==> src/rtl/skra_pkg.sv <==
package skra_pkg;

    // number of pipeline stages for a given operand width and slice size
    function automatic int stage_count(input int width, input int slice);
        return (width + slice - 1) / slice;
    endfunction

    // bit positions handled by stage k (last stage may be narrower)
    function automatic int slice_width(input int k, input int width, input int slice);
        int remain;
        remain = width - k * slice;
        return (remain < slice) ? remain : slice;
    endfunction

    // operand bits each operand forwards from stage k to stage k+1
    function automatic int fwd_width(input int k, input int width, input int slice);
        int remain;
        remain = width - (k + 1) * slice;
        return (remain > 0) ? remain : 0;
    endfunction

    // offset of stage k's forwarded bits inside the flat forwarding store
    function automatic int fwd_offset(input int k, input int width, input int slice);
        int acc;
        acc = 0;
        for (int j = 0; j < k; j++) begin
            acc += fwd_width(j, width, slice);
        end
        return acc;
    endfunction

    // total forwarding store per operand
    function automatic int fwd_total(input int width, input int slice);
        return fwd_offset(stage_count(width, slice) - 1, width, slice);
    endfunction

endpackage

==> src/rtl/rca_cell.sv <==
module rca_cell #(
    parameter bit HALF = 1'b0
) (
    input  logic a,
    input  logic b,
    input  logic ci,
    output logic s,
    output logic co
);

    if (HALF) begin : g_half
        // weight-0 position: no carry enters the chain
        logic unused_ci;
        assign unused_ci = ci;
        assign s         = a ^ b;
        assign co        = a & b;
    end else begin : g_full
        assign s  = a ^ b ^ ci;
        assign co = (a & b) | (ci & (a ^ b));
    end

endmodule

==> src/rtl/rca_slice.sv <==
module rca_slice #(
    parameter int WIDTH    = 4,
    parameter bit HALF_LSB = 1'b0
) (
    input  logic [WIDTH-1:0] a,
    input  logic [WIDTH-1:0] b,
    input  logic             cin,
    output logic [WIDTH-1:0] sum,
    output logic             cout
);

    logic [WIDTH:0] chain;

    assign chain[0] = cin;

    for (genvar i = 0; i < WIDTH; i++) begin : g_bit
        rca_cell #(
            .HALF(HALF_LSB && (i == 0))
        ) u_cell (
            .a (a[i]),
            .b (b[i]),
            .ci(chain[i]),
            .s (sum[i]),
            .co(chain[i+1])
        );
    end

    assign cout = chain[WIDTH];

endmodule

==> src/rtl/rca_deskew.sv <==
module rca_deskew #(
    parameter int WIDTH = 4,
    parameter int DEPTH = 1
) (
    input  logic             clk,
    input  logic             rst_n,
    input  logic [WIDTH-1:0] d,
    output logic [WIDTH-1:0] q
);

    logic [WIDTH-1:0] pipe_q [DEPTH];

    always_ff @(posedge clk or negedge rst_n) begin
        if (!rst_n) begin
            for (int i = 0; i < DEPTH; i++) begin
                pipe_q[i] <= '0;
            end
        end else begin
            pipe_q[0] <= d;
            for (int i = 1; i < DEPTH; i++) begin
                pipe_q[i] <= pipe_q[i-1];
            end
        end
    end

    assign q = pipe_q[DEPTH-1];

endmodule

==> src/rtl/skew_ripple_adder.sv <==
module skew_ripple_adder #(
    parameter int WIDTH      = 16,
    parameter int SLICE_BITS = 4
) (
    input  logic             clk,
    input  logic             rst_n,
    input  logic             in_valid,
    input  logic [WIDTH-1:0] in_a,
    input  logic [WIDTH-1:0] in_b,
    output logic             out_valid,
    output logic [WIDTH:0]   out_sum
);

    import skra_pkg::*;

    localparam int NSTG     = stage_count(WIDTH, SLICE_BITS);
    localparam int FW_TOTAL = fwd_total(WIDTH, SLICE_BITS);
    localparam int FW_BITS  = (FW_TOTAL > 0) ? FW_TOTAL : 1;

    // flat stores of operand bits not yet consumed, one segment per boundary
    logic [FW_BITS-1:0] fw_a_q;
    logic [FW_BITS-1:0] fw_b_q;
    // carry and valid leaving each stage; the last entries feed the output
    logic               carry_q [NSTG];
    logic               vld_q   [NSTG];
    logic [WIDTH-1:0]   sum_aligned;

    for (genvar k = 0; k < NSTG; k++) begin : g_stg
        localparam int LO      = k * SLICE_BITS;
        localparam int SW      = slice_width(k, WIDTH, SLICE_BITS);
        localparam int REM     = WIDTH - LO;
        localparam int OFF_IN  = (k > 0) ? fwd_offset(k - 1, WIDTH, SLICE_BITS) : 0;
        localparam int OFF_OUT = fwd_offset(k, WIDTH, SLICE_BITS);
        localparam int FWW     = fwd_width(k, WIDTH, SLICE_BITS);

        logic [REM-1:0] a_in;
        logic [REM-1:0] b_in;
        logic           c_in;
        logic           v_in;
        logic [SW-1:0]  s_comb;
        logic           co_comb;

        if (k == 0) begin : g_entry
            assign a_in = in_a;
            assign b_in = in_b;
            assign c_in = 1'b0;
            assign v_in = in_valid;
        end else begin : g_inner
            assign a_in = fw_a_q[OFF_IN +: REM];
            assign b_in = fw_b_q[OFF_IN +: REM];
            assign c_in = carry_q[k-1];
            assign v_in = vld_q[k-1];
        end

        rca_slice #(
            .WIDTH   (SW),
            .HALF_LSB(k == 0)
        ) u_slice (
            .a   (a_in[SW-1:0]),
            .b   (b_in[SW-1:0]),
            .cin (c_in),
            .sum (s_comb),
            .cout(co_comb)
        );

        always_ff @(posedge clk or negedge rst_n) begin
            if (!rst_n) begin
                carry_q[k] <= 1'b0;
                vld_q[k]   <= 1'b0;
            end else begin
                carry_q[k] <= co_comb;
                vld_q[k]   <= v_in;
            end
        end

        if (k < NSTG - 1) begin : g_fwd
            always_ff @(posedge clk or negedge rst_n) begin
                if (!rst_n) begin
                    fw_a_q[OFF_OUT +: FWW] <= '0;
                    fw_b_q[OFF_OUT +: FWW] <= '0;
                end else begin
                    fw_a_q[OFF_OUT +: FWW] <= a_in[REM-1:SW];
                    fw_b_q[OFF_OUT +: FWW] <= b_in[REM-1:SW];
                end
            end
        end

        // early slices wait longer so all slices land on the same edge
        rca_deskew #(
            .WIDTH(SW),
            .DEPTH(NSTG - k)
        ) u_deskew (
            .clk  (clk),
            .rst_n(rst_n),
            .d    (s_comb),
            .q    (sum_aligned[LO +: SW])
        );
    end

    if (NSTG == 1) begin : g_single
        logic unused_fw;
        assign fw_a_q    = '0;
        assign fw_b_q    = '0;
        assign unused_fw = ^{fw_a_q, fw_b_q};
    end

    assign out_sum   = {carry_q[NSTG-1], sum_aligned};
    assign out_valid = vld_q[NSTG-1];

endmodule

==> config.mk <==
export PLATFORM = sky130hd
export DESIGN_NAME = skew_ripple_adder
export DESIGN_NICKNAME = d
export VERILOG_FILES = /design/src/rtl/skra_pkg.sv /design/src/rtl/rca_cell.sv /design/src/rtl/rca_slice.sv /design/src/rtl/rca_deskew.sv /design/src/rtl/skew_ripple_adder.sv
export SDC_FILE = /design/constraint.sdc
export NUM_CORES = 1
export LEC_CHECK = 0
export CAP_MARGIN = 20
export CORE_ASPECT_RATIO = 1.25
export CORE_MARGIN = 5
export CORE_UTILIZATION = 28
export CTS_CLUSTER_DIAMETER = 60
export DETAILED_ROUTE_END_ITERATION = 7
export DONT_BUFFER_PORTS = 1
export PLACE_DENSITY_LB_ADDON = 0.15
export SLEW_MARGIN = 5
export SYNTH_ARGS = -nofsm -noshare
export SYNTH_HDL_FRONTEND = slang
export SYNTH_SLANG_ARGS = --single-unit
==> constraint.sdc <==
create_clock -name clk -period 2.9 [get_ports clk]
set_clock_uncertainty 0.2 [all_clocks]
set_input_delay 0.145 -clock clk [delete_from_list [all_inputs] [get_ports clk]]
set_output_delay 0.145 -clock clk [all_outputs]
set_load 0.02 [all_outputs]
## Yosys cells after proc, flatten, opt, wreduce, memory -nomap -nowiden

Cells that the tools add are included.

- Memories kept: 0
- ROM bits: 0
- Word-level logic and storage cells: 101
- Output and inout bits: 18
- Latch bits: 0
- RAM bits: 0
- Input bits: 35
- Register bits after elaboration: 96

- Shifts and indexed selects: 0
- Reductions and logical operators: 0
- Add/sub/neg operators: 0
- Muxes and demuxes: 0
- Bitwise operators: 77
- Multiply operators: 0
- $lt $le $gt $ge: 0
- Div/mod/pow operators: 0
- Equality and inequality tests: 0

Operators with widths:

| kind | number |
|---|---|
| bitwise AND 1 bit | 31 |
| bitwise XOR 1 bit | 31 |
| bitwise OR 1 bit | 15 |

## Logic depth before layout (Yosys ltp)

- Depth in word-level cells: 9
- Depth in mapped cells: 8
- Mapped depth without buffers: 8

## By module

A second synthesis with hierarchy kept.

- Cells, all modules: 125
- Area total of the unflattened synthesis: 2808.9 sq um

Modules (own cells, without submodules):

| module | area each (sq um) | times used | sequential area each (sq um) | cells each |
|---|---|---|---|---|
| skew_ripple_adder | 1405.1 | 1 | 1401.3 | 57 |
| rca_deskew (g_stg[0].u_deskew) | 430.4 | 1 | 400.4 | 20 |
| rca_deskew (g_stg[1].u_deskew) | 330.3 | 1 | 300.3 | 16 |
| rca_cell (g_stg[0].u_slice.g_bit[1].u_cell ...) | 20.0 | 15 | 0.0 | 1 |
| rca_deskew (g_stg[2].u_deskew) | 230.2 | 1 | 200.2 | 12 |
| rca_deskew (g_stg[3].u_deskew) | 100.1 | 1 | 100.1 | 4 |
| rca_cell (g_stg[0].u_slice.g_bit[0].u_cell) | 12.5 | 1 | 0.0 | 1 |

## Worst setup path after synthesis

No wires, ideal clock.

- Kind: reg2reg
- Start point: register carry_q (netlist bit g_stg[2].c_in)
- End point: register g_stg[2].u_deskew.pipe_q[7] in the netlist's numbering
- Buffers on the path: 0
- Stages on the path, launching flop included: 9
- Clock period less this slack: 2.238 ns
- Arrival: 1.974 ns
- Setup slack: 0.662 ns
- Required time: 2.636 ns
- Setup time: 0.064 ns
- Cell sequence: dfrtp_1 -> inv_1 -> fa_1 -> inv_1 -> fa_1 -> fa_1 -> inv_1 -> fa_1 -> inv_1

- Cells in the longest elaborated chain, start to end: 7

Ends and longest elaborated chain:

| item | RTL line | source |
|---|---|---|
| start: declaration | skew_ripple_adder.sv:24 | `logic carry_q [NSTG];` |
| start signal: indexed assignment | skew_ripple_adder.sv:71 | `carry_q[k] <= co_comb;` |
| bitwise AND 1 bit | rca_cell.sv:19 | `assign co = (a & b) \| (ci & (a ^ b));` |
| bitwise OR 1 bit | rca_cell.sv:19 |  |
| bitwise AND 1 bit | rca_cell.sv:19 |  |
| bitwise OR 1 bit | rca_cell.sv:19 |  |
| bitwise AND 1 bit | rca_cell.sv:19 |  |
| bitwise OR 1 bit | rca_cell.sv:19 |  |
| bitwise XOR 1 bit | rca_cell.sv:18 | `assign s = a ^ b ^ ci;` |
| net g_stg[2].u_slice.g_bit[3].u_cell.s | rca_cell.sv:7 | `output logic s,` |
| end signal: indexed assignment | rca_deskew.sv:21 | `pipe_q[i] <= pipe_q[i-1];` |
| end: declaration | rca_deskew.sv:11 | `logic [WIDTH-1:0] pipe_q [DEPTH];` |

The timed path passes the listed nets, and every way through them passes these cells.

## Worst setup path after layout

- Start point: input in_b[0]
- End point: register g_stg[0].u_deskew.pipe_q[15] in the netlist's numbering

- Cells in the longest elaborated chain, start to end: 6

Ends and longest elaborated chain:

| item | RTL line | source |
|---|---|---|
| start: declaration | skew_ripple_adder.sv:9 | `input logic [WIDTH-1:0] in_b,` |
| bitwise AND 1 bit | rca_cell.sv:16 | `assign co = a & b;` |
| bitwise AND 1 bit | rca_cell.sv:19 |  |
| bitwise OR 1 bit | rca_cell.sv:19 |  |
| bitwise AND 1 bit | rca_cell.sv:19 |  |
| bitwise OR 1 bit | rca_cell.sv:19 |  |
| bitwise XOR 1 bit | rca_cell.sv:18 |  |
| net g_stg[0].u_slice.g_bit[3].u_cell.s | rca_cell.sv:7 |  |
| end signal: indexed assignment | rca_deskew.sv:21 |  |
| end: declaration | rca_deskew.sv:11 |  |

The timed path passes the listed nets, and every way through them passes these cells.

==> flow_metrics.tcl <==
set metrics [dict create \
    status "complete, no violations" \
    slowest_delay_ns 0.56 \
    reg2regPathDepth 8 \
    dieArea_um2 12600 \
    syn_inst 159 \
    cp_slowest_cell "dlygate4sd3_1" \
    cts.repair.resized 0 \
    relSlewSlack 0.690 \
    num_antenna_cells 0 \
    root_buffer "clkbuf_16" \
    htreeDepth 3 \
    hold_viol_final 0 \
    ys_ff_latch 96 \
    worstMarginPinSlew_ns 0.466 \
    fin_setup_tns_ns 0 \
    yosysSeqAreaShare 0.818 \
    drv_slew 0 \
    routed_wl_mm 4.01 \
    critPathBufInv 4 \
    worstPathArrival_ns 2.69 \
    num_rows 41 \
    synth_nets 210 \
    vdd_drop_max_v 0.000281 \
    final_net_count 245 \
    worstPathCellList "dlygate4sd3_1 > ha_1 > fa_1 > fa_1 > inv_1 > fa_1 > dlygate4sd3_1 > inv_1" \
    min_period_ns 2.62 \
    cts_tree "done" \
    vias 1129 \
    syn_to_final_growth_pct 25.9 \
    path_depth 8 \
    numCtsBuffers 9 \
    crit_fanout 1 \
    grt_max_degree 97 \
    yosys_warnings 0 \
    hp-class "register to register" \
    clk_pin_slew_ns 0.06 \
    worstSetupEndpointType "register" \
    wl_per_cell_um 12.3 \
    critPathLaunchType "primary input" \
    gp_congestion 0.650 \
    grt.overflow.total 0 \
    clock-sinks 96 \
    setup-violations-final 0 \
    post-cts-setup-buffer-count 0 \
    min_period_over_period 0.904 \
    core_um2 10200 \
    grt_pass1_wl_mm 6.84 \
    drc 0 \
    max_freq_mhz 381 \
    initial_utilization 0.289 \
    antenna_left 0 \
    final_cell_mix "dfrtp_1, inv_1, dlygate4sd3_1, fa_1, clkbuf_16" \
    worstSkewPairLatency_ns 0.33 \
    crit_top_cell "fa_1" \
    critical_path_required_ns 2.97 \
    syn_area_um2 2940 \
    clock_path_buffers 2 \
    worstHoldPathCells 0 \
    ios 53 \
    drtIter0Drc 39 \
    cp_top_family "adder cells" \
    place_hpwl_mm 2.51 \
    first_global_vias 1336 \
    vias_per_cell 3.45 \
    layout_commonest_cell "dfrtp_1" \
    first_pass_iters 4 \
    whs_ns 0.144 \
    die_h_um 124 \
    drive_gt1_frac 0.0758 \
    hold_buffers 36 \
    port_buffers 0 \
    rsz0062_at_grt "false" \
    powerDensity_nw_per_um2 798 \
    syn_area_per_cell_um2 18.5 \
    globalRouteTotalUtil 0.0743 \
    antenna_found_initial 0 \
    yosysUniqueCellTypes 5 \
    fp.dieW_um 102 \
    critPathKind "primary input to register" \
    cap_violations 0 \
    p_leak_nw 1.73 \
]
==> kinds of logic (layout without fill, tap and decap cells) <==
kind of cell             after synthesis  in the layout  synth area share
flip-flops                            96             96             0.818
buffers and inverters                 47             86            0.0754
adder cells (fa/ha/maj)               16             16             0.107
==> per-stage QoR <==
step            util  total power [mW]  cell area [um2]  cells  setup WS (ns)
6_report       0.364              2.95             3700    327          0.278
5_1_grt        0.364              3.11             3700    327          0.195
4_1_cts        0.364              3.01             3700    327          0.282
3_5_place_dp   0.296              1.69             3010    276          0.555
3_3_place_gp   0.296              1.68             3010    276          0.614
2_1_floorplan      -              1.69             2940    159          0.662
==> sequential cells by signal, indices dropped and copies added, names as in the netlist <==
signal and count:
g_stg.a_in 24, g_stg.u_deskew.q 16, out_valid 1, out_sum 1
g_stg.b_in 24, g_stg.v_in 3, g_stg.c_in 3, g_stg.u_deskew.pipe_q 24
==> layout make-up <==
type	count	area, um2
clock inverter	5	81.3
inverter	35	131
fill	968	6460
multi-input combinational	16	313
clock buffer	10	229
tap	129	161
timing repair buffer	36	378
sequential	96	2400
==> final timing paths <==
| kind | from | to | slack [ns] |
|---|---|---|---|
| max in group asynchronous | rst_n | g_stg[3].u_deskew.q[2]$_DFF_PN0_ | 1.92 |
| min in group asynchronous | rst_n | g_stg[1].b_in[2]$_DFF_PN0_ | 0.19 |
| min reg2reg | g_stg[0].u_deskew.pipe_q[7]$_DFF_PN0_ | g_stg[0].u_deskew.q[3]$_DFF_PN0_ | 0.14 |
| min | g_stg[0].u_deskew.pipe_q[7]$_DFF_PN0_ | g_stg[0].u_deskew.q[3]$_DFF_PN0_ | 0.14 |
| max | in_b[0] | g_stg[0].u_deskew.pipe_q[15]$_DFF_PN0_ | 0.28 |
| max reg2reg | g_stg[2].a_in[0]$_DFF_PN0_ | g_stg[2].u_deskew.pipe_q[7]$_DFF_PN0_ | 0.58 |
==> routing by layer <==
| layer | vias to the layer above | GRT usage | wire length, um | part of all wire |
|---|---|---|---|---|
| met4 | 0 | 0.0399 | 38 | 0.0095 |
| met5 | - | 0 | 0 | 0 |
| li1 | 505 | - | - | - |
| met1 | 590 | 0.0893 | 1640 | 0.41 |
| met3 | 2 | 0.0387 | 241 | 0.060 |
| met2 | 32 | 0.107 | 2090 | 0.52 |
==> synth_stat cells <==
master   count  share of area
ha_1         1         0.0043
fa_1        15           0.10
inv_1       35          0.045
buf_4       12          0.031
dfrtp_1     96           0.82
==> where the power goes <==
| part | total [mW] | internal (mW) | switching (mW) |
|---|---|---|---|
| combinational | 0.141 | 0.0703 | 0.0704 |
| sequential | 1.59 | 1.48 | 0.106 |
| clock | 1.22 | 0.752 | 0.467 |
Note: power is estimated with default switching activity, not from simulation.
